<file path="src/rtl/nvseq_pkg.sv">
package nvseq_pkg;
    typedef enum logic [1:0] {
        K_NONE   = 2'b00,
        K_WRDATA = 2'b01,
        K_WIPER  = 2'b10,
        K_GLOBAL = 2'b11
    } store_kind_t;

    typedef enum logic [1:0] {
        S_IDLE = 2'b00,
        S_PEND = 2'b01,
        S_BUSY = 2'b10
    } seq_state_t;
endpackage

</file>
<file path="src/rtl/nv_bank.sv">
module nv_bank #(
    parameter int DW   = 6,
    parameter int NREG = 4,
    parameter int NPOT = 2,
    localparam int IW  = $clog2(NREG),
    localparam int PW  = (NPOT > 1) ? $clog2(NPOT) : 1
) (
    input  logic                     clk,
    input  logic                     rst_n,
    input  logic [NPOT-1:0]          wr_en,
    input  logic [IW-1:0]            wr_idx,
    input  logic [NPOT-1:0][DW-1:0]  wr_data,
    input  logic [PW-1:0]            rd_pot,
    input  logic [IW-1:0]            rd_idx,
    output logic [DW-1:0]            rd_data
);
    logic [NPOT-1:0][NREG-1:0][DW-1:0] mem;

    for (genvar p = 0; p < NPOT; p++) begin : g_pot
        always_ff @(posedge clk or negedge rst_n) begin
            if (!rst_n) begin
                mem[p] <= '0;
            end else if (wr_en[p]) begin
                mem[p][wr_idx] <= wr_data[p];
            end
        end
    end

    assign rd_data = mem[rd_pot][rd_idx];

    AST_BANK_QUIET: assert property (@(posedge clk) disable iff (!rst_n)
        !(|wr_en) |=> $stable(mem));
endmodule

</file>
<file path="src/rtl/wr_timer.sv">
module wr_timer #(
    parameter int CYCLES = 40,
    localparam int CW    = $clog2(CYCLES + 1)
) (
    input  logic clk,
    input  logic rst_n,
    input  logic load,
    output logic active,
    output logic done
);
    logic [CW-1:0] cnt;

    always_ff @(posedge clk or negedge rst_n) begin
        if (!rst_n) begin
            active <= 1'b0;
            cnt    <= '0;
        end else if (load) begin
            active <= 1'b1;
            cnt    <= CW'(CYCLES - 1);
        end else if (active) begin
            if (cnt == '0) active <= 1'b0;
            else           cnt    <= cnt - 1'b1;
        end
    end

    assign done = active && (cnt == '0);

    AST_TIMER_RUNS: assert property (@(posedge clk) disable iff (!rst_n)
        (active && cnt != '0 && !load) |=> active);
endmodule

</file>
<file path="src/rtl/store_fsm.sv">
module store_fsm
    import nvseq_pkg::*;
#(
    parameter int DW   = 6,
    parameter int NREG = 4,
    localparam int IW  = $clog2(NREG)
) (
    input  logic                 clk,
    input  logic                 rst_n,
    input  logic                 cs_rise,
    input  logic                 wp_n,
    input  logic                 cmd_valid,
    input  store_kind_t          cmd_kind,
    input  logic                 cmd_pot,
    input  logic [IW-1:0]        cmd_idx,
    input  logic [DW-1:0]        cmd_data,
    input  logic [DW-1:0]        wiper0,
    input  logic [DW-1:0]        wiper1,
    input  logic                 tmr_done,
    output logic                 commit,
    output logic [1:0]           wr_en,
    output logic [IW-1:0]        wr_idx,
    output logic [1:0][DW-1:0]   wr_data
);
    seq_state_t          state, state_nx;
    logic [1:0]          pend_en;
    logic [IW-1:0]       pend_idx;
    logic [1:0][DW-1:0]  pend_data;
    logic                take;

    assign take = cmd_valid && (cmd_kind != K_NONE) && (state != S_BUSY);

    always_comb begin
        state_nx = state;
        unique case (state)
            S_IDLE: if (take) state_nx = S_PEND;
            S_PEND: if (cs_rise) state_nx = wp_n ? S_BUSY : S_IDLE;
            S_BUSY: if (tmr_done) state_nx = S_IDLE;
            default: state_nx = S_IDLE;
        endcase
    end

    always_ff @(posedge clk or negedge rst_n) begin
        if (!rst_n) state <= S_IDLE;
        else        state <= state_nx;
    end

    always_ff @(posedge clk or negedge rst_n) begin
        if (!rst_n) begin
            pend_en   <= '0;
            pend_idx  <= '0;
            pend_data <= '0;
        end else if (take) begin
            pend_idx <= cmd_idx;
            unique case (cmd_kind)
                K_WRDATA: begin
                    pend_en   <= cmd_pot ? 2'b10 : 2'b01;
                    pend_data <= {cmd_data, cmd_data};
                end
                K_WIPER: begin
                    pend_en   <= cmd_pot ? 2'b10 : 2'b01;
                    pend_data <= {wiper1, wiper0};
                end
                K_GLOBAL: begin
                    pend_en   <= 2'b11;
                    pend_data <= {wiper1, wiper0};
                end
                default: pend_en <= '0;
            endcase
        end
    end

    always_comb begin
        commit  = (state == S_PEND) && cs_rise && wp_n;
        wr_en   = commit ? pend_en : 2'b00;
        wr_idx  = pend_idx;
        wr_data = pend_data;
    end

    AST_BUSY_HOLDS: assert property (@(posedge clk) disable iff (!rst_n)
        (state == S_BUSY && !tmr_done) |=> state == S_BUSY);
    AST_PROTECT_DROPS: assert property (@(posedge clk) disable iff (!rst_n)
        (state == S_PEND && cs_rise && !wp_n) |=> state == S_IDLE);
endmodule

</file>
<file path="src/rtl/nv_store_seq.sv">
module nv_store_seq
    import nvseq_pkg::*;
#(
    parameter int DW          = 6,
    parameter int NREG        = 4,
    parameter int WRITE_CYCLES = 40,
    localparam int IW         = $clog2(NREG)
) (
    input  logic          clk,
    input  logic          rst_n,
    input  logic          cs_n,
    input  logic          wp_n,
    input  logic          cmd_valid,
    input  logic [1:0]    cmd_kind,
    input  logic          cmd_pot,
    input  logic [IW-1:0] cmd_idx,
    input  logic [DW-1:0] cmd_data,
    input  logic [DW-1:0] wiper0,
    input  logic [DW-1:0] wiper1,
    input  logic          rd_pot,
    input  logic [IW-1:0] rd_idx,
    output logic [DW-1:0] rd_data,
    output logic          wip
);
    logic                cs_q, cs_rise;
    logic                commit, tmr_done;
    logic [1:0]          wr_en;
    logic [IW-1:0]       wr_idx;
    logic [1:0][DW-1:0]  wr_data;

    always_ff @(posedge clk or negedge rst_n) begin
        if (!rst_n) cs_q <= 1'b1;
        else        cs_q <= cs_n;
    end
    assign cs_rise = cs_n && !cs_q;

    store_fsm #(.DW(DW), .NREG(NREG)) u_fsm (
        .clk(clk), .rst_n(rst_n), .cs_rise(cs_rise), .wp_n(wp_n),
        .cmd_valid(cmd_valid), .cmd_kind(store_kind_t'(cmd_kind)),
        .cmd_pot(cmd_pot), .cmd_idx(cmd_idx), .cmd_data(cmd_data),
        .wiper0(wiper0), .wiper1(wiper1), .tmr_done(tmr_done),
        .commit(commit), .wr_en(wr_en), .wr_idx(wr_idx), .wr_data(wr_data)
    );

    wr_timer #(.CYCLES(WRITE_CYCLES)) u_tmr (
        .clk(clk), .rst_n(rst_n), .load(commit), .active(wip), .done(tmr_done)
    );

    nv_bank #(.DW(DW), .NREG(NREG), .NPOT(2)) u_bank (
        .clk(clk), .rst_n(rst_n), .wr_en(wr_en), .wr_idx(wr_idx),
        .wr_data(wr_data), .rd_pot(rd_pot), .rd_idx(rd_idx), .rd_data(rd_data)
    );

    AST_WIP_FROM_COMMIT: assert property (@(posedge clk) disable iff (!rst_n)
        $rose(wip) |-> $past(cs_rise && wp_n));
    AST_NO_PROTECTED_WRITE: assert property (@(posedge clk) disable iff (!rst_n)
        (|wr_en) |-> (wp_n && cs_rise));
    AST_NO_WRITE_WHILE_BUSY: assert property (@(posedge clk) disable iff (!rst_n)
        wip |-> !(|wr_en));
endmodule

</file>
<file path="config.mk">
export PLATFORM = sky130hd
export DESIGN_NAME = nv_store_seq
export DESIGN_NICKNAME = d
export VERILOG_FILES = /design/src/rtl/nvseq_pkg.sv /design/src/rtl/nv_bank.sv /design/src/rtl/wr_timer.sv /design/src/rtl/store_fsm.sv /design/src/rtl/nv_store_seq.sv
export SDC_FILE = /design/constraint.sdc
export NUM_CORES = 1
export LEC_CHECK = 0
export BUFFER_PORTS_ARGS = -buffer_cell sky130_fd_sc_hd__buf_2
export CORE_UTILIZATION = 61
export CTS_BUF_LIST = sky130_fd_sc_hd__clkbuf_2 sky130_fd_sc_hd__clkbuf_4 sky130_fd_sc_hd__clkbuf_8
export CTS_CLUSTER_DIAMETER = 120
export DETAILED_ROUTE_END_ITERATION = 16
export GPL_TIMING_DRIVEN = 0
export MAX_ROUTING_LAYER = met4
export PLACE_DENSITY = 0.82
export SYNTH_ARGS = -nofsm -noshare
export SYNTH_HDL_FRONTEND = slang
export SYNTH_SLANG_ARGS = --single-unit
</file>
<file path="constraint.sdc">
create_clock -name clk -period 2 [get_ports clk]
set_input_delay 0.2 -clock clk [delete_from_list [all_inputs] [get_ports clk]]
set_output_delay 0.2 -clock clk [all_outputs]
set_load 0.01 [all_outputs]
</file>
==> results.ini <==
[placement]
place_hpwl_um=4586
dp_cells=346
postPlaceCellArea_um2=3897
port_buffers=36
gp_congestion=0.8115
place_ws_ps=-38.42

[sta]
slew_headroom_pct=55.44
skew_ps=10.84
hold_viol_final=0
rsz0062_at_grt=false
setup_violations=0
postLayoutSetupSlackWorst_ps=118.8
fin_crit_sh_pct=94.06
max_freq_mhz=531.6
hold_ws_ps=94.62
slew_viol_final=0
tightest_slew_ps=668.5
tns_ps=0
period_minus_slack_ps=1881

[hold_path]
hold_class=input port to flip-flop
min_path_cells=2

[worst_setup_path]
crit_family=buffers and inverters
rr_worst_depth=4
slowest_delay_ps=520
path_cells=buf_2, buf_1, mux4_2, mux2_2, buf_2
path_buf_inv=3
cp_common_cell=buf_2
crit_cells=5
path_class=input port to primary output
cp_data_arrival_time_ps=1680
slowest_stage=buf_1
path_max_fanout=10
crit_path_end_kind=primary output
start_kind=input port
worstPathRequired_ps=1800

[finish]
antenna-diode-count=0
syn_to_final_growth_pct=13.60
utilization_pct=72.87
final_cell_mix=mux2_2 (80), dfrtp_1 (73), buf_2 (38)
fin_nets=323
stdcell_area_um2=4086
instances_no_fill=362
drive_above_1_share_pct=54.48
mostFrequentLayoutCell=mux2_2

[power_and_ir_drop]
ir_worst_vdd_mv=0.5895
power_mw=4.798
cellLeakagePower_nw=2.048
pwr_density_cell_nw_per_um2=1174

[cts]
clockBufferDepth=2
cts.sinks=74
numCtsBuffers=9
htree_levels=3
cts_tree=done
clkTransAtPathRegs_ps=70
clock_latency_ps=340
cts_setup_buffers=0
clockRootBuffer=clkbuf_8

[die]
fp.dieArea_um2=6208
io-pin-count=38
start_util_pct=64.15
core_area_um2=5608
dieWidth_um=78.79
die_h_um=78.79
rows=27

[drt]
post_drt_wl_per_cell_um=18.71
ant_nets=0
dr_total_vias=2139
drtPass1Iterations=4
drt-total-wl_um=6772
via_per_inst=5.909
drtIter0Drc=89
drc=0

[run]
drv_cap=0

[global_routing]
grt_use_total_pct=25.44
grt_max_degree=75
grt_pass1_vias=2132
overflow=0
grt_pass1_wl_um=11020
antenna_found_initial=0

[logic_synthesis]
ys_seq_area_share_pct=51.51
synth_cells=237
ys_types=36
syn-cell-area_um2=3597
syn_area_per_cell_um2=15.18
yosysWarnings=0
syn_nets=273
ys_ff_latch=74

[outcome]
outcome=finished, final reports clean

==> sequential cells by signal (all words and copies together) (netlist names) <==
register and flops:
u_fsm.wr_data 12, u_tmr.cnt 6, cs_q 1, u_bank.mem 48, u_fsm.pend_en 2, u_fsm.wr_idx 2
u_tmr.active 1, u_fsm.state 2
==> worst reg2reg max path, stage by stage, from the launching register on <==
cell	delay [ps]
dfrtp_1	390
nor2b_1	170
nor3b_4	470
buf_4	330
mux2_2	360
==> logic make-up after synthesis <==
group                      after synthesis  share of synthesized area, %
AOI/OAI and AO/OA                       17                         2.922
muxes                                   96                         33.67
buffers and inverters                   15                         1.878
adders and majority gates                5                         1.739
and+or+nand+nor                         30                         8.279
DFF                                     74                         51.51
==> path summary, 6_finish.rpt <==
path	startpoint	end	slack (ps)
worst min register to register	u_fsm.state[1]$_DFFE_PN0P_	u_fsm.state[0]$_DFFE_PN0P_	450
min in group asynchronous	rst_n	u_bank.mem[29]$_DFFE_PN0P_	410
worst max register to register	u_fsm.state[1]$_DFFE_PN0P_	u_fsm.wr_data[5]$_DFFE_PN0P_	160
max in group asynchronous	rst_n	cs_q$_DFF_PN1_	1260
worst max-delay path	rd_idx[0]	rd_data[1]	120
worst min-delay path	cmd_idx[1]	u_fsm.wr_idx[1]$_DFFE_PN0P_	90
==> layout make-up <==
| type | count | area, um2 |
|---|---|---|
| Sequential cell | 74 | 1853 |
| Tap cell | 72 | 90.09 |
| Clock inverter | 3 | 17.52 |
| Timing Repair Buffer | 39 | 230.2 |
| Inverter | 8 | 30.03 |
| Multi-Input combinational cell | 148 | 1683 |
| Buffer | 7 | 37.54 |
| Fill cell | 371 | 1521 |
| Clock buffer | 11 | 145.1 |
==> routing by layer <==
| layer | GRT usage [%] | up-vias | part of all wire [%] |
|---|---|---|---|
| met1 | 33.12 | 1104 | 46 |
| met4 | 9.630 | 0 | 1.4 |
| met2 | 39.48 | 38 | 49 |
| met5 | - | - | 0 |
| met3 | 5.517 | 8 | 3.1 |
| li1 | - | 989 | - |
==> cell usage after synthesis, drive strengths merged <==
| cell type | count | share of area (%) |
|---|---|---|
| o31ai | 1 | 0.21 |
| a211oi | 1 | 0.21 |
| nand3 | 1 | 0.14 |
| ha | 5 | 1.7 |
| o21ai | 2 | 0.28 |
| inv | 8 | 0.83 |
| nand4b | 4 | 2.6 |
| a21oi | 8 | 1.1 |
| nand4 | 4 | 1.1 |
| mux4 | 12 | 7.5 |
| or3 | 1 | 0.17 |
| nor2b | 3 | 0.52 |
| or4 | 1 | 0.21 |
| or3b | 2 | 0.49 |
| a211o | 2 | 0.49 |
| and2 | 3 | 0.52 |
| buf | 7 | 1.0 |
| mux2i | 4 | 1.1 |
| a21o | 1 | 0.21 |
| and4bb | 1 | 0.35 |
| dfstp | 1 | 0.73 |
| mux2 | 80 | 25 |
| or2 | 2 | 0.35 |
| nand2 | 2 | 0.21 |
| nand3b | 1 | 0.21 |
| a21boi | 2 | 0.42 |
| dfrtp | 73 | 51 |
| nor3b | 2 | 0.70 |
| or4b | 2 | 0.56 |
| nor2 | 1 | 0.10 |
==> where the power goes <==
group	total [mW]	internal (mW)	switching, mW
logic	1.35	0.833	0.513
clock network	1.00	0.480	0.524
registers	2.45	2.06	0.386
==> what timing repair did <==
action	CTS	global route
hold buffers	2	0
endpoints found under the setup margin	0	8
hold endpoints to repair	74	0
resized for setup	0	1
Power figures use the tool's default switching activity.
